## config.mk

```make
export PLATFORM = sky130hd
export DESIGN_NAME = uart_rx_rts
export DESIGN_NICKNAME = d
export VERILOG_FILES = /design/src/rtl/uart_rx_rts_pkg.sv /design/src/rtl/uart_rx_sync.sv /design/src/rtl/uart_rx_tick.sv /design/src/rtl/uart_rx_framer.sv /design/src/rtl/uart_rx_hold.sv /design/src/rtl/uart_rx_rts.sv
export SDC_FILE = /design/constraint.sdc
export NUM_CORES = 1
export LEC_CHECK = 0
export CORE_MARGIN = 8
export CORE_UTILIZATION = 52
export CTS_BUF_LIST = sky130_fd_sc_hd__clkbuf_8
export DETAILED_ROUTE_END_ITERATION = 16
export MAX_ROUTING_LAYER = met4
export PLACE_DENSITY = 0.71
export SLEW_MARGIN = 10
export SYNTH_ARGS = -nofsm -noshare
export SYNTH_HDL_FRONTEND = slang
export SYNTH_SLANG_ARGS = --single-unit
```

## constraint.sdc

```tcl
create_clock -name clk -period 2.5 [get_ports clk]
set_input_delay 0.5 -clock clk [delete_from_list [all_inputs] [get_ports clk]]
set_output_delay 0.5 -clock clk [all_outputs]
set_load 0.03 [all_outputs]
```

## src/rtl/uart_rx_rts_pkg.sv

```systemverilog
package uart_rx_rts_pkg;

   typedef enum logic [2:0] {
      RX_IDLE,
      RX_START,
      RX_DATA,
      RX_STOP,
      RX_BREAK
   } rx_state_e;

   function automatic int unsigned at_least_one(input int unsigned v);
      return (v < 1) ? 1 : v;
   endfunction

endpackage

```

## src/rtl/uart_rx_sync.sv

```systemverilog
module uart_rx_sync #(
   parameter int unsigned STAGES = 2
) (
   input  logic clk,
   input  logic rst_n,
   input  logic async_i,
   output logic sync_o
);
   logic [STAGES-1:0] chain;

   generate
      for (genvar g = 0; g < STAGES; g++) begin : g_stage
         if (g == 0) begin : g_first
            always_ff @(posedge clk or negedge rst_n) begin
               if (!rst_n) chain[0] <= 1'b1;
               else        chain[0] <= async_i;
            end
         end else begin : g_next
            always_ff @(posedge clk or negedge rst_n) begin
               if (!rst_n) chain[g] <= 1'b1;
               else        chain[g] <= chain[g-1];
            end
         end
      end
   endgenerate

   assign sync_o = chain[STAGES-1];
endmodule

```

## src/rtl/uart_rx_tick.sv

```systemverilog
module uart_rx_tick #(
   parameter int unsigned DIV = 54
) (
   input  logic clk,
   input  logic rst_n,
   output logic tick_o
);
   localparam int unsigned CW   = (DIV > 1) ? $clog2(DIV) : 1;
   localparam logic [CW-1:0] LAST = CW'(DIV - 1);

   logic [CW-1:0] cnt;

   always_ff @(posedge clk or negedge rst_n) begin
      if (!rst_n)           cnt <= '0;
      else if (cnt == LAST) cnt <= '0;
      else                  cnt <= cnt + 1'b1;
   end

   assign tick_o = (cnt == LAST);
endmodule

```

## src/rtl/uart_rx_framer.sv

```systemverilog
module uart_rx_framer
   import uart_rx_rts_pkg::*;
#(
   parameter int unsigned DATA_W = 8,
   parameter int unsigned OSR    = 16
) (
   input  logic              clk,
   input  logic              rst_n,
   input  logic              tick_i,
   input  logic              rx_i,
   output logic              done_o,
   output logic [DATA_W-1:0] byte_o,
   output logic              stop_ok_o
);
   localparam int unsigned TW = at_least_one($clog2(OSR));
   localparam int unsigned IW = at_least_one($clog2(DATA_W));
   localparam logic [TW-1:0] MID_T  = TW'(OSR/2 - 1);
   localparam logic [TW-1:0] FULL_T = TW'(OSR - 1);
   localparam logic [IW-1:0] LAST_B = IW'(DATA_W - 1);

   rx_state_e         state;
   logic [TW-1:0]     tcnt;
   logic [IW-1:0]     bidx;
   logic [DATA_W-1:0] shreg;

   always_ff @(posedge clk or negedge rst_n) begin
      if (!rst_n) begin
         state     <= RX_IDLE;
         tcnt      <= '0;
         bidx      <= '0;
         shreg     <= '0;
         done_o    <= 1'b0;
         byte_o    <= '0;
         stop_ok_o <= 1'b1;
      end else begin
         done_o <= 1'b0;
         if (tick_i) begin
            unique case (state)
               RX_IDLE: begin
                  if (!rx_i) begin
                     state <= RX_START;
                     tcnt  <= '0;
                  end
               end
               RX_START: begin
                  if (tcnt == MID_T) begin
                     tcnt <= '0;
                     bidx <= '0;
                     state <= rx_i ? RX_IDLE : RX_DATA;
                  end else begin
                     tcnt <= tcnt + 1'b1;
                  end
               end
               RX_DATA: begin
                  if (tcnt == FULL_T) begin
                     tcnt  <= '0;
                     shreg <= {rx_i, shreg[DATA_W-1:1]};
                     if (bidx == LAST_B) state <= RX_STOP;
                     else                bidx  <= bidx + 1'b1;
                  end else begin
                     tcnt <= tcnt + 1'b1;
                  end
               end
               RX_STOP: begin
                  if (tcnt == FULL_T) begin
                     tcnt      <= '0;
                     done_o    <= 1'b1;
                     byte_o    <= shreg;
                     stop_ok_o <= rx_i;
                     state     <= rx_i ? RX_IDLE : RX_BREAK;
                  end else begin
                     tcnt <= tcnt + 1'b1;
                  end
               end
               RX_BREAK: begin
                  if (rx_i) state <= RX_IDLE;
               end
               default: state <= RX_IDLE;
            endcase
         end
      end
   end

   // a finished frame is reported for exactly one cycle
   a_r2_done_single: assert property (@(posedge clk) disable iff (!rst_n)
      done_o |=> !done_o);

   // completion only ever follows the stop-bit phase
   a_r2_done_after_stop: assert property (@(posedge clk) disable iff (!rst_n)
      $rose(done_o) |-> ($past(state) == RX_STOP));

   // while waiting out a low line no new frame may begin
   a_r9_break_holds: assert property (@(posedge clk) disable iff (!rst_n)
      (state == RX_BREAK && !rx_i) |=> (state == RX_BREAK));
endmodule

```

## src/rtl/uart_rx_hold.sv

```systemverilog
module uart_rx_hold #(
   parameter int unsigned DATA_W = 8
) (
   input  logic              clk,
   input  logic              rst_n,
   input  logic              load_i,
   input  logic [DATA_W-1:0] byte_i,
   input  logic              stop_ok_i,
   input  logic              rd_i,
   output logic [DATA_W-1:0] data_o,
   output logic              valid_o,
   output logic              nrts_o,
   output logic              ferr_o,
   output logic              ovr_o
);
   logic slot_free;
   assign slot_free = !valid_o || rd_i;

   always_ff @(posedge clk or negedge rst_n) begin
      if (!rst_n) begin
         data_o  <= '0;
         valid_o <= 1'b0;
         nrts_o  <= 1'b0;
         ferr_o  <= 1'b0;
         ovr_o   <= 1'b0;
      end else if (load_i && slot_free) begin
         data_o  <= byte_i;
         valid_o <= 1'b1;
         nrts_o  <= 1'b1;
         ferr_o  <= !stop_ok_i;
      end else if (load_i) begin
         ovr_o   <= 1'b1;
      end else if (rd_i) begin
         valid_o <= 1'b0;
         nrts_o  <= 1'b0;
         ferr_o  <= 1'b0;
      end
   end

   // a store into an empty slot raises the hold-off request
   a_r4_rts_rise: assert property (@(posedge clk) disable iff (!rst_n)
      (load_i && !valid_o) |=> (nrts_o && valid_o));

   // without a read the hold-off request persists
   a_r5_rts_held: assert property (@(posedge clk) disable iff (!rst_n)
      (nrts_o && !rd_i) |=> nrts_o);

   // a read with no simultaneous store empties the slot
   a_r6_read_clears: assert property (@(posedge clk) disable iff (!rst_n)
      (rd_i && valid_o && !load_i) |=> (!valid_o && !nrts_o && !ferr_o));

   // a completion into a full slot keeps the old byte and flags it
   a_r7_keep_old: assert property (@(posedge clk) disable iff (!rst_n)
      (load_i && valid_o && !rd_i) |=> ($stable(data_o) && ovr_o));

   // the loss flag is sticky
   a_r7_sticky: assert property (@(posedge clk) disable iff (!rst_n)
      ovr_o |=> ovr_o);

   // read and store in one cycle keep the slot full with no loss
   a_r10_same_cycle: assert property (@(posedge clk) disable iff (!rst_n)
      (load_i && valid_o && rd_i) |=> (valid_o && nrts_o && $stable(ovr_o)));
endmodule

```

## src/rtl/uart_rx_rts.sv

```systemverilog
module uart_rx_rts #(
   parameter int unsigned CLKS_PER_TICK = 54,
   parameter int unsigned OVERSAMPLE    = 16,
   parameter int unsigned DATA_W        = 8,
   parameter int unsigned SYNC_STAGES   = 2
) (
   input  logic              clk,
   input  logic              rst_n,
   input  logic              rx_i,
   input  logic              rd_i,
   output logic [DATA_W-1:0] data_o,
   output logic              valid_o,
   output logic              nrts_o,
   output logic              frame_err_o,
   output logic              overrun_o
);
   generate
      if (CLKS_PER_TICK < 1) begin : g_bad_div
         $error("CLKS_PER_TICK must be at least 1");
      end
      if (OVERSAMPLE < 4 || (OVERSAMPLE % 2) != 0) begin : g_bad_osr
         $error("OVERSAMPLE must be even and at least 4");
      end
      if (DATA_W < 2) begin : g_bad_width
         $error("DATA_W must be at least 2");
      end
      if (SYNC_STAGES < 2) begin : g_bad_sync
         $error("SYNC_STAGES must be at least 2");
      end
   endgenerate

   logic              rx_s;
   logic              tick;
   logic              done;
   logic [DATA_W-1:0] rx_byte;
   logic              stop_ok;

   uart_rx_sync #(.STAGES(SYNC_STAGES)) u_sync (
      .clk     (clk),
      .rst_n   (rst_n),
      .async_i (rx_i),
      .sync_o  (rx_s)
   );

   uart_rx_tick #(.DIV(CLKS_PER_TICK)) u_tick (
      .clk    (clk),
      .rst_n  (rst_n),
      .tick_o (tick)
   );

   uart_rx_framer #(.DATA_W(DATA_W), .OSR(OVERSAMPLE)) u_framer (
      .clk       (clk),
      .rst_n     (rst_n),
      .tick_i    (tick),
      .rx_i      (rx_s),
      .done_o    (done),
      .byte_o    (rx_byte),
      .stop_ok_o (stop_ok)
   );

   uart_rx_hold #(.DATA_W(DATA_W)) u_hold (
      .clk       (clk),
      .rst_n     (rst_n),
      .load_i    (done),
      .byte_i    (rx_byte),
      .stop_ok_i (stop_ok),
      .rd_i      (rd_i),
      .data_o    (data_o),
      .valid_o   (valid_o),
      .nrts_o    (nrts_o),
      .ferr_o    (frame_err_o),
      .ovr_o     (overrun_o)
   );

   // hold-off request is never raised with an empty slot
   a_r1_rts_tracks_slot: assert property (@(posedge clk) disable iff (!rst_n)
      nrts_o == valid_o);
endmodule

```

==> results.md <==
* Outcome: completed
* Nets@finish at 193
* Overall Power at 1.32 mW
* Max Cap Violations at 0
* CTS clk-pin slew, worst paths at 0.08 ns
* Post-CTS Hold Buffers at 0
* Total grt overflow at 0
* Syn Area/Cell at 12.7 sq um
* Tmin final at 2.07 ns
* First-pass iteration count of the detailed router at 4
* Post-route DRC violation count at 0
* Setup Crit Path Kind: flop to flop
* Initial antenna violation count at 0
* Gr usage total at 0.129
* Register area share after synthesis at 0.562
* Gate power share at 0.017
* # setup viols final at 0
* Antenna-violating nets left at 0
* Iter 0 DRT Violations at 60
* Initial cell density of the core at 0.533
* RSZ-0062 raised after global routing: false
* Slew Limit Fails at 0
* Sequential Power Share at 0.580
* Synth unique cells at 41
* CP bufs+invs at 1
* Hold Fails Final Rpt at 0
* Leak at 1.17 nW
* Area Growth Syn to Fin at 14.6%
* Die Area at 6330 sq um
* Crit path launch type: flop
* Skew final at 0.00714 ns
* Avg WL per Cell at 15.4 um
* Post-CTS Setup Inserts at 0
* H-Tree Depth at 2
* Req. time, crit path at 2.68 ns
* Synth Instances at 165
* Register bit total from synthesis at 47
* CP max stage delay at 0.44 ns
* Fill cells at 314
* Via-to-Cell Ratio at 5.53
* Worst setup EP type: flop
* Worst Hold Class: primary input to async pin
* CTS root buf: clkbuf_8
* Netlist Area Pre-Place at 2100 sq um
* Ports at 16
* Dpl hpwl at 2.68 mm
* Final setup TNS at 0 ns
* Die height at 79.5 um
* Clk Latency, worst-skew pair at 0.29 ns
* Power Internal at 1.06 mW
* Final wirelength at 3.59 mm
* CTS resizes at 0
* Row cnt at 23
* TritonCTS clock tree: built
* Placer Congestion at 0.816
* Flop-to-flop setup slack at 0.43 ns
* Largest net degree at the start of global routing at 24
* Top achievable clock speed at 484 MHz
* Die width at 79.5 um
* Via Count at 1,293
* Psw at 259 uW
* Worst Path Arrival at 2.25 ns
* CTS Buf Count at 5
* Delay-heaviest family, CP: simple AND/OR/NAND/NOR gates
* CP Cell Sequence: inv_1 -> ha_1 -> nand2_1 -> nor4_4 -> nor4b_4 -> mux2_1
* Worst slew margin at 0.632
* Core ar. at 3940 sq um
* Switching Share at 0.196
* IO buf count at 15
* Vias in the first global route at 1,293
* Clock power share at 0.403
* Worst-margin pin slew at 0.548 ns
* Clk sink count at 47
* Min Hold Slack at 0.0595 ns
* Tcrit/Tclk final at 0.827
* Global-route wire length before repair at 6.26 mm
* Maximum fanout along the worst path at 9
* Diode count at 0
* Synth Warn # at 0
* Worst-case vdd ir drop at 0.000283 V
* Power density cells at 548 nW/um^2
* Post-synthesis net count at 174
* Maximum clock insertion buffer count at 2
* Share of cells above drive strength 1 at 0.212
* Highest-delay cell along the critical path: nor4_4
sequential cells by signal, summed over array words and instances (netlist names):
name / cells
u_framer.byte_o: 8
u_framer.shreg: 8
u_hold.data_o: 8
u_tick.cnt: 6
u_framer.tcnt: 4
u_framer.bidx: 3
u_framer.state: 3
u_framer.done_o: 1
u_framer.stop_ok_o: 1
u_hold.ferr_o: 1
u_hold.ovr_o: 1
u_hold.valid_o: 1
u_sync.chain: 1
u_sync.sync_o: 1
synth_stat cells:
cell type  instances  share of area
mux2i_1            1         0.0048
a32o_1             1         0.0048
nor3b_1            1         0.0036
a21oi_1            5          0.012
dfstp_2            3          0.038
nor4b_1            2         0.0083
xnor2_1            2         0.0083
nor2b_1            3         0.0089
clkbuf_1           2         0.0036
mux2_1             9          0.048
nand2b_1           1         0.0030
and2_1             1         0.0030
a31oi_1            1         0.0030
nor4b_4            1          0.011
inv_1              5         0.0089
nand3b_1           1         0.0036
o211ai_1           1         0.0036
a22oi_1            1         0.0036
a21o_1             1         0.0036
o22a_1             1         0.0042
nand2_1           10          0.018
nor2_1            12          0.021
a22o_1             1         0.0042
o2bb2ai_1          3          0.013
nand3_1            4         0.0095
dfrtp_1           44           0.52
and3_1             4          0.012
nand4_4            1          0.010
nor3_1             1         0.0024
o21bai_1           1         0.0036
o21ai_1            1         0.0024
buf_4              1         0.0036
nor4_4             1          0.010
xor2_1             2         0.0083
and4_1             2         0.0083
ha_1               5          0.030
buf_2              3         0.0071
mux2_2            20           0.11
o21ai_0            4         0.0095
nor3_2             1         0.0048
nand2_2            1         0.0030
cell usage in the layout (no fill, tap or decap), types with 3 or more instances in the layout:
cell             count
a21oi_1              5
and3_1               4
buf_4                3
clkbuf_8             5
clkdlybuf4s50_1     14
dfrtp_1             44
dfstp_2              3
ha_1                 5
inv_1                5
mux2_1               9
mux2_2              20
nand2_1             10
nand3_1              4
nor2_1              12
nor2b_1              3
o21ai_0              4
o2bb2ai_1            3
per-stage QoR:
stage          cell area, sq um  instances  worst slack (ns)  utilization
2_1_floorplan              2100        165             0.658            -
3_3_place_gp               2300        227             0.537        0.583
3_5_place_dp               2300        227             0.455        0.583
4_1_cts                    2410        234             0.413        0.610
5_1_grt                    2410        234             0.242        0.610
6_report                   2410        234             0.433        0.610
logic make-up after synthesis:
family	synth area share
xor gates and xnor gates	0.0167
muxes	0.160
adders and majority gates	0.0298
DFF	0.562
buffers and inverters	0.0232
and+or+nand+nor	0.141
AOI/OAI and AO/OA	0.0668
cell type report:
type | instances | area (sq um) | share of cell area
well taps | 50 | 62.6 | 0.0260
flip-flops and latches | 47 | 1180 | 0.490
multi-input cells | 107 | 871 | 0.362
clock buffers | 5 | 68.8 | 0.0286
inverters | 5 | 18.8 | 0.00780
clock inverters | 2 | 37.5 | 0.0156
repair buffers | 18 | 168 | 0.0697
per-layer routing:
layer,vias to the layer above,global-route usage,part of all wire
met1,640,0.149,0.44
li1,624,-,-
met5,-,-,0
met2,25,0.209,0.50
met4,0,0.0333,0.0081
met3,4,0.0439,0.047
power groups by stage:
stage / Sequential [mW] / Clock, mW / Combinational [mW]
final: 0.765 / 0.532 / 0.0225
after global routing: 0.765 / 0.581 / 0.0264
after CTS: 0.765 / 0.544 / 0.0238
after detailed placement: 0.780 / 0 / 0.0238
after global placement: 0.779 / 0 / 0.0229
after floorplan: 0.779 / 0 / 0.00182
path summary, 6_finish.rpt:
path | start | end | cells past startpoint
min in group clk | u_sync.chain[0] | u_sync.sync_o | 0
hold reg to reg | u_sync.chain[0] | u_sync.sync_o | 0
setup reg to reg | u_tick.cnt[1] | u_framer.bidx[0] | 6
hold / removal | rst_n | u_tick.cnt[2] | 1
max in group asynchronous | rst_n | u_framer.shreg[4] | 2
setup / recovery | u_tick.cnt[1] | u_framer.bidx[0] | 6
No activity file was read; power rests on OpenSTA's default activity.
